$ cat src/rtl/ifetch_pkg.sv
package ifetch_pkg;
  typedef enum logic [2:0] {
    ST_IDLE,
    ST_OPC,
    ST_OPR,
    ST_VALID,
    ST_HALT
  } fetch_state_e;
endpackage

$ cat src/rtl/ifetch_len.sv
module ifetch_len #(
  parameter int MAX_BYTES = 6,
  parameter int LEN_W     = 3
) (
  input  logic [LEN_W-1:0] raw_i,
  output logic [LEN_W-1:0] len_o
);
  always_comb begin
    if (raw_i == '0)                       len_o = LEN_W'(1);
    else if (int'(raw_i) > MAX_BYTES)      len_o = LEN_W'(MAX_BYTES);
    else                                   len_o = raw_i;
  end
endmodule

$ cat src/rtl/ifetch_addr.sv
module ifetch_addr #(
  parameter int SEG_W  = 16,
  parameter int IP_W   = 16,
  parameter int ADDR_W = 20,
  parameter int SHIFT  = 4
) (
  input  logic [SEG_W-1:0]  seg_i,
  input  logic [IP_W-1:0]   ip_i,
  output logic [ADDR_W-1:0] addr_o
);
  logic [ADDR_W-1:0] seg_base, ip_ext;

  assign seg_base = ADDR_W'(seg_i) << SHIFT;
  assign ip_ext   = ADDR_W'(ip_i);
  assign addr_o   = seg_base + ip_ext;
endmodule

$ cat src/rtl/ifetch_ir.sv
module ifetch_ir #(
  parameter int MAX_BYTES = 6,
  parameter int BYTE_W    = 8,
  parameter int SLOT_W    = 3,
  localparam int IR_W     = MAX_BYTES * BYTE_W
) (
  input  logic              clk_i,
  input  logic              rst_ni,
  input  logic              clr_i,
  input  logic              wr_i,
  input  logic [SLOT_W-1:0] slot_i,
  input  logic [BYTE_W-1:0] byte_i,
  output logic [IR_W-1:0]   ir_o
);
  // slot 0 occupies the top byte; later slots go downward
  for (genvar k = 0; k < MAX_BYTES; k++) begin : g_slot
    logic [BYTE_W-1:0] slot_q;
    always_ff @(posedge clk_i or negedge rst_ni) begin
      if (!rst_ni)                                  slot_q <= '0;
      else if (clr_i)                               slot_q <= '0;
      else if (wr_i && slot_i == SLOT_W'(k))        slot_q <= byte_i;
    end
    assign ir_o[IR_W-1-k*BYTE_W -: BYTE_W] = slot_q;
  end

  p_slot_range_r3: assert property (@(posedge clk_i) disable iff (!rst_ni)
    wr_i |-> int'(slot_i) < MAX_BYTES);
endmodule

$ cat src/rtl/ifetch_seq.sv
module ifetch_seq
  import ifetch_pkg::*;
#(
  parameter int MAX_BYTES = 6,
  parameter int LEN_W     = 3,
  parameter int SEG_W     = 16,
  parameter int IP_W      = 16,
  parameter int ADDR_W    = 20,
  parameter int BYTE_W    = 8,
  localparam int IR_W     = MAX_BYTES * BYTE_W
) (
  input  logic              clk_i,
  input  logic              rst_ni,
  input  logic [SEG_W-1:0]  cs_i,
  input  logic              jump_i,
  input  logic [IP_W-1:0]   jump_ip_i,
  input  logic              halt_i,
  input  logic              exec_done_i,
  output logic              mem_req_o,
  output logic [ADDR_W-1:0] mem_addr_o,
  input  logic              mem_rdy_i,
  input  logic [BYTE_W-1:0] mem_data_i,
  output logic [BYTE_W-1:0] opc_o,
  input  logic [LEN_W-1:0]  len_i,
  output logic [IR_W-1:0]   ir_o,
  output logic [LEN_W-1:0]  len_o,
  output logic [IP_W-1:0]   ip_o,
  output logic              valid_o,
  output logic              halted_o
);
  fetch_state_e     state_q;
  logic [IP_W-1:0]  ip_q;
  logic [LEN_W-1:0] cnt_q, len_q, len_c, slot_c;
  logic             valid_q, acc_c, clr_c;

  ifetch_len #(.MAX_BYTES(MAX_BYTES), .LEN_W(LEN_W)) u_len (
    .raw_i(len_i), .len_o(len_c)
  );

  ifetch_addr #(.SEG_W(SEG_W), .IP_W(IP_W), .ADDR_W(ADDR_W), .SHIFT(4)) u_addr (
    .seg_i(cs_i), .ip_i(ip_q), .addr_o(mem_addr_o)
  );

  ifetch_ir #(.MAX_BYTES(MAX_BYTES), .BYTE_W(BYTE_W), .SLOT_W(LEN_W)) u_ir (
    .clk_i, .rst_ni, .clr_i(clr_c), .wr_i(acc_c), .slot_i(slot_c),
    .byte_i(mem_data_i), .ir_o
  );

  always_comb begin
    mem_req_o = (state_q == ST_OPC) || (state_q == ST_OPR && cnt_q < len_c);
    acc_c     = mem_req_o && mem_rdy_i;
    clr_c     = (state_q == ST_IDLE) && !halt_i && !jump_i;
    slot_c    = (state_q == ST_OPC) ? '0 : cnt_q;
  end

  always_ff @(posedge clk_i or negedge rst_ni) begin
    if (!rst_ni) begin
      state_q <= ST_IDLE;
      ip_q    <= '0;
      cnt_q   <= '0;
      len_q   <= '0;
      valid_q <= 1'b0;
    end else begin
      valid_q <= 1'b0;
      unique case (state_q)
        ST_IDLE: begin
          if (halt_i)      state_q <= ST_HALT;
          else if (jump_i) ip_q    <= jump_ip_i;
          else             state_q <= ST_OPC;
        end
        ST_OPC: if (acc_c) begin
          ip_q    <= ip_q + 1'b1;
          cnt_q   <= LEN_W'(1);
          state_q <= ST_OPR;
        end
        ST_OPR: begin
          if (acc_c) begin
            ip_q  <= ip_q + 1'b1;
            cnt_q <= cnt_q + 1'b1;
          end else if (!mem_req_o) begin
            len_q   <= len_c;
            valid_q <= 1'b1;
            state_q <= ST_VALID;
          end
        end
        ST_VALID: if (exec_done_i) state_q <= ST_IDLE;
        ST_HALT:  state_q <= ST_HALT;
        default:  state_q <= ST_IDLE;
      endcase
    end
  end

  assign opc_o    = ir_o[IR_W-1 -: BYTE_W];
  assign len_o    = len_q;
  assign ip_o     = ip_q;
  assign valid_o  = valid_q;
  assign halted_o = (state_q == ST_HALT);

  p_ip_step_r6: assert property (@(posedge clk_i) disable iff (!rst_ni)
    (mem_req_o && mem_rdy_i) |=> ip_o == IP_W'($past(ip_o) + 1'b1));

  p_stall_hold_r7: assert property (@(posedge clk_i) disable iff (!rst_ni)
    (mem_req_o && !mem_rdy_i) |=> mem_req_o && $stable(mem_addr_o));

  p_valid_pulse_r8: assert property (@(posedge clk_i) disable iff (!rst_ni)
    valid_o |=> !valid_o);

  p_quiet_wait_r8: assert property (@(posedge clk_i) disable iff (!rst_ni)
    (state_q == ST_VALID) |-> !mem_req_o);

  p_jump_ignored_r9: assert property (@(posedge clk_i) disable iff (!rst_ni)
    (state_q != ST_IDLE && !acc_c) |=> $stable(ip_o));

  p_halt_sticky_r10: assert property (@(posedge clk_i) disable iff (!rst_ni)
    halted_o |=> halted_o && !mem_req_o && $stable(ip_o));

  p_len_range_r4: assert property (@(posedge clk_i) disable iff (!rst_ni)
    valid_o |-> (len_o != '0 && int'(len_o) <= MAX_BYTES));

  p_tail_zero_r5: assert property (@(posedge clk_i) disable iff (!rst_ni)
    (valid_o && int'(len_o) < MAX_BYTES) |-> ir_o[BYTE_W-1:0] == '0);
endmodule

$ cat config.mk
export PLATFORM = sky130hd
export DESIGN_NAME = ifetch_seq
export DESIGN_NICKNAME = d
export VERILOG_FILES = /design/src/rtl/ifetch_pkg.sv /design/src/rtl/ifetch_len.sv /design/src/rtl/ifetch_addr.sv /design/src/rtl/ifetch_ir.sv /design/src/rtl/ifetch_seq.sv
export SDC_FILE = /design/constraint.sdc
export NUM_CORES = 1
export LEC_CHECK = 0
export BUFFER_PORTS_ARGS = -buffer_cell sky130_fd_sc_hd__buf_2
export CORE_ASPECT_RATIO = 0.8
export CORE_UTILIZATION = 52
export CTS_CLUSTER_DIAMETER = 80
export DETAILED_ROUTE_END_ITERATION = 16
export MAX_ROUTING_LAYER = met4
export PLACE_DENSITY = 0.8
export REMOVE_ABC_BUFFERS = 1
export SLEW_MARGIN = 10
export SYNTH_ARGS = -nofsm -noshare
export SYNTH_HDL_FRONTEND = slang
export SYNTH_HIERARCHICAL = 1
export SYNTH_SLANG_ARGS = --single-unit
$ cat constraint.sdc
create_clock -name clk_i -period 3.3 [get_ports clk_i]
set_clock_uncertainty 0.1 [all_clocks]
set_input_delay 0.66 -clock clk_i [delete_from_list [all_inputs] [get_ports clk_i]]
set_output_delay 0.66 -clock clk_i [all_outputs]
set_load 0.02 [all_outputs]
# == Word-level counts from Yosys, hierarchy flattened ==
# Cells that the tools add are included.
# totals
output_inout_bits,98
in_bits,49
word_cells,97
ff_bits,74
# op_classes
n_eq_ne,18
reduce_logical,29
n_addsub,3
bitwise,2
muxes,32
n_lt_le_gt_ge,2
# ops
op,count
$mux 8,12
$mux 16,3
$mux 3,11
$pmux 16 s2,1
$add 20x16->20,1
$add 16x1->16 const B,1
$reduce_bool 2->1,8
$pmux 3 s5,1
$eq 3x2->1 const B,4
$logic_and 1x1->1,10
$ne 2x2->1 const B,5
$eq 3x3->1 const B,3
$logic_not 3->1,3
$eq 3x1->1 const B,2
$ne 2x1->1 const B,3
$pmux 3 s2,1
$reduce_and 3->1,2
$reduce_and 5->1,1
$reduce_and 4->1,1
$add 3x1->3 const B,1
$gt 3x3->1 const B,1
$lt 3x3->1,1
$mux 1,3
$ne 3x3->1 const B,1
4 further kinds,6

# == Depth between registers and ports, before layout ==
# logic_depth
ltp_word,10
ltp_mapped,10

# == By module ==
# Netlist, hierarchy kept.
# modules_own_cells
module,seq_area_each_um2,instances,cells_each,area_each_um2
ifetch_ir,1201.2,1,172,2174.6
ifetch_seq,650.6,1,200,1746.7
ifetch_addr,0.0,1,108,820.8
ifetch_len,0.0,1,5,22.5

# == Least setup slack after synthesis ==
# Ideal clock, no wire load.
# synth_timing
path_kind,in2out
from,input cs_i[0]
to,output mem_addr_o[16]
path_buffers,0
slack_ns,0.115
path_stages,6
arrival_time_ns,2.425
path_cell_list,ha_1 -> fa_1 -> a21o_1 -> a221oi_4 -> nor3_1 -> nor3_1
# synth_via
elab_chain_cells,1
# synth_lines
element,line,text
start: declaration,ifetch_seq.sv:14,"input logic [SEG_W-1:0] cs_i,"
$add 20x16->20,ifetch_addr.sv:15,assign addr_o = seg_base + ip_ext;
end: declaration,ifetch_seq.sv:20,"output logic [ADDR_W-1:0] mem_addr_o,"
# Every way passes these cells.

# == Worst setup path in the final report ==
# layout_timing
from,input cs_i[0]
to,output mem_addr_o[17]
# The elaborated chain is that of the path after synthesis.

==> run_results.csv <==
group,metric,value,unit
routing,dr.pass1.iters,5,
yosys,synthMuxAreaShare,10.8,%
routing,wl_met1,5.62,mm
floorplan,dieWidth,109,µm
power_and_ir_drop,leakage,3.10,nW
power_and_ir_drop,p_int,3.25,mW
global_routing,grt_max_degree,60,
cells_and_area,num_antenna_cells,0,
sta,hold_viol,0,
cells_and_area,num-nets-final,681,
yosys,synth_warnings,6,
yosys,synth-seq-cells,74,
clocking,clk_pin_slew,60,ps
placement,dp.final_hpwl,8.59,mm
global_routing,grt_usage,26.6,%
floorplan,start_util,54.9,%
cells_and_area,mostFrequentLayoutCell,"buf_2",
floorplan,dieArea,9550,µm²
placement,routabilityCongestion,0.896,
critical_path,arrival,2390,ps
critical_path,rr_startpoint,"cnt_q[2]",
routing,highest_layer,"met4",
clocking,cts_tree,"yes",
sta,max_slew_margin,61.2,%
clocking,clock_latency,340,ps
cells_and_area,finalInstanceArea,5870,µm²
power_and_ir_drop,pwr-share-clk,19.3,%
yosys,synth_top_family_by_area,"simple AND/OR/NAND/NOR gates",
yosys,syn_area,4760,µm²
global_routing,grt_pass1_vias,3811,
cells_and_area,instances_no_fill,732,
power_and_ir_drop,p_switching,2.70,mW
yosys,synth-simple-area-share,21.2,%
cells_and_area,fill_cells,677,
critical_path,path_max_fanout,4,
sta,period_minus_slack,3150,ps
power_and_ir_drop,ir_drop,0.559,mV
job,drv_cap,0,
power_and_ir_drop,switching_share,45.3,%
clocking,cts_max_level,3,
yosys,synth-main-ff-cell,"dfrtp_1",
yosys,synth.distinct_cells,61,
global_routing,overflow,0,
placement,dp_slack,19.5,ps
sta,worstMarginPinSlew,583,ps
routing,drc_errors,0,
yosys,async_flop_share,100,%
critical_path,timing.reg2reg.setup_slack,580,ps
cells_and_area,synthToLayoutAreaGrowth,23.1,%
critical_path,cp.required,2540,ps
yosys,synth_xor_area_share,1.65,%
floorplan,die_y,87.6,µm
routing,wl_per_cell,16.4,µm
global_routing,antenna_found_initial,0,
sta,slew_viol_final,0,
routing,wl_met3,504,µm
cells_and_area,layout_common_cells,"buf_2 (145), dfrtp_1 (73), nand2b_1 (61)",
floorplan,io_pins,147,
sta,post-route-period-util,95.3,%
power_and_ir_drop,combPwrFrac,54.1,%
placement,place_area,5480,µm²
sta,fmax,318,MHz
critical_path,r2r_cells,7,
routing,wirelength,12.0,mm
yosys,synthCells,485,
yosys,ys_seq_area_share,38.9,%
sta,fin_tns_setup,0,ps
hold_path,hold_path.class,"input port to asynchronous set/reset pin",
global_routing,grt_first_pass_wirelength,18.9,mm
yosys,synth_edf_count,0,
sta,setup_ws,154,ps
cells_and_area,drive_gt1_share,31.6,%
critical_path,regToRegEndpoint,"u_ir/g_slot[0].slot_q[3]",
sta,rsz0062_at_grt,"no",
yosys,synth.avg_cell_area,9.82,µm²
routing,drtIter0Drc,255,
routing,vias,4130,
routing,viasPerCell,5.64,
routing,met2WireLength,5.77,mm
power_and_ir_drop,seqPwrFrac,26.6,%
clocking,clockRootBuffer,"clkbuf_16",
floorplan,rows,30,
yosys,synthAdderAreaFrac,4.62,%
clocking,cts_buffer_depth,2,
yosys,synth_compound_gate_area_share,16.2,%
critical_path,critPathCaptureType,"primary output",
power_and_ir_drop,p_per_area,1010,nW/µm²
critical_path,crit_type,"input port to primary output",
sta,setup_viol,0,
placement,dp_cells,713,
routing,ant_nets,0,
clocking,cts_made_buffers,9,
placement,port_buffers,146,
critical_path,cp-start-kind,"input port",
status,status,"completed",
clocking,clkSinkCount,74,
floorplan,core-area,8670,µm²
[stage by stage]
stage                     power, mW  utilization [%]  hold WS, ps
after global placement         4.63             63.2          369
after detailed placement       4.73             63.2          378
after global routing           6.31             67.7          155
final                          5.94             67.7          139
after floorplan                3.69                -          264
after CTS                      5.93             67.4          142
[sequential cells by signal, indices dropped and copies added, names as in the netlist]
signal,cells
valid_o,1
len_o,3
ip_o,16
u_ir/g_slot.slot_q,48
state_q,3
cnt_q,3
[worst max-delay path, cell delays in order]
cell and delay [ps]:
buf_2 100, ha_1 220, buf_4 150, a211oi_2 270
o211ai_1 270, and2_1 260, o311ai_1 260, buf_2 210
[kinds of logic after synthesis]
family / Yosys count
buffers and inverters: 56
and+or+nand+nor: 175
AOI/OAI and AO/OA: 103
DFF: 74
muxes: 51
xor gates and xnor gates: 9
adders and majority gates: 17
[per-layer routing]
metal  vias up  global-route usage [%]
met4         0                    7.62
met1      2016                    35.7
met2       113                    41.1
met3        11                    5.06
met5         -                       -
li1       1990                       -
[how the worst max path moves through the flow]
stage	slack (ps)	endpoint	depth (start not counted)	from
6_report	150	mem_addr_o[17]	8	cs_i[0]
5_1_grt	10	mem_addr_o[17]	8	cs_i[0]
4_1_cts	20	mem_addr_o[12]	9	ip_o[4]
3_5_place_dp	20	mem_addr_o[14]	8	cs_i[0]
3_3_place_gp	60	mem_addr_o[14]	8	cs_i[0]
2_1_floorplan	110	mem_addr_o[16]	6	cs_i[0]
[synthesized netlist by cell type (all sizes together), types with 4 or more instances]
cell    count  area [µm²]
a21o        6        45.0
a21oi      25         136
a31oi       6        37.5
and3        7        45.1
buf        31         221
clkbuf     11        41.3
dfrtp      74        1850
ha         16         200
inv        14        52.6
mux2i      50         500
nand2      22        82.6
nand2b     62         395
nand3      13        65.1
nand4       5        31.3
nor2       33         124
nor2b       5        31.3
nor3        6        40.0
o21a        7        52.6
o21ai      17        85.1
o22a        9        78.8
or3         4        25.0
xnor2       6        52.6
[repair_timing]
action	in CTS	in global routing
hold endpoints to repair	0	0
gates resized for setup	1	4
setup endpoints to repair	3	7
hold buffers	0	0
setup buffers	2	1
pin swaps	1	3
[layout make-up]
type / instances / area, µm² / area share, %
multi-input combinational: 355 / 2610 / 44.4
sequential: 74 / 1850 / 31.6
clock inverter: 6 / 113 / 1.92
tap: 112 / 140 / 2.39
inverter: 14 / 52.6 / 0.896
clock buffer: 10 / 239 / 4.07
timing repair buffer: 161 / 862 / 14.7
[power by group through the flow]
stage / Sequential [mW] / Combinational (mW) / Clock [mW]
finish: 1.58 / 3.22 / 1.15
global route: 1.64 / 3.48 / 1.20
CTS: 1.59 / 3.18 / 1.16
detailed placement: 1.60 / 3.13 / 0
global placement: 1.57 / 3.06 / 0
floorplan: 1.99 / 1.70 / 0
(Power assumes the default switching activity.)
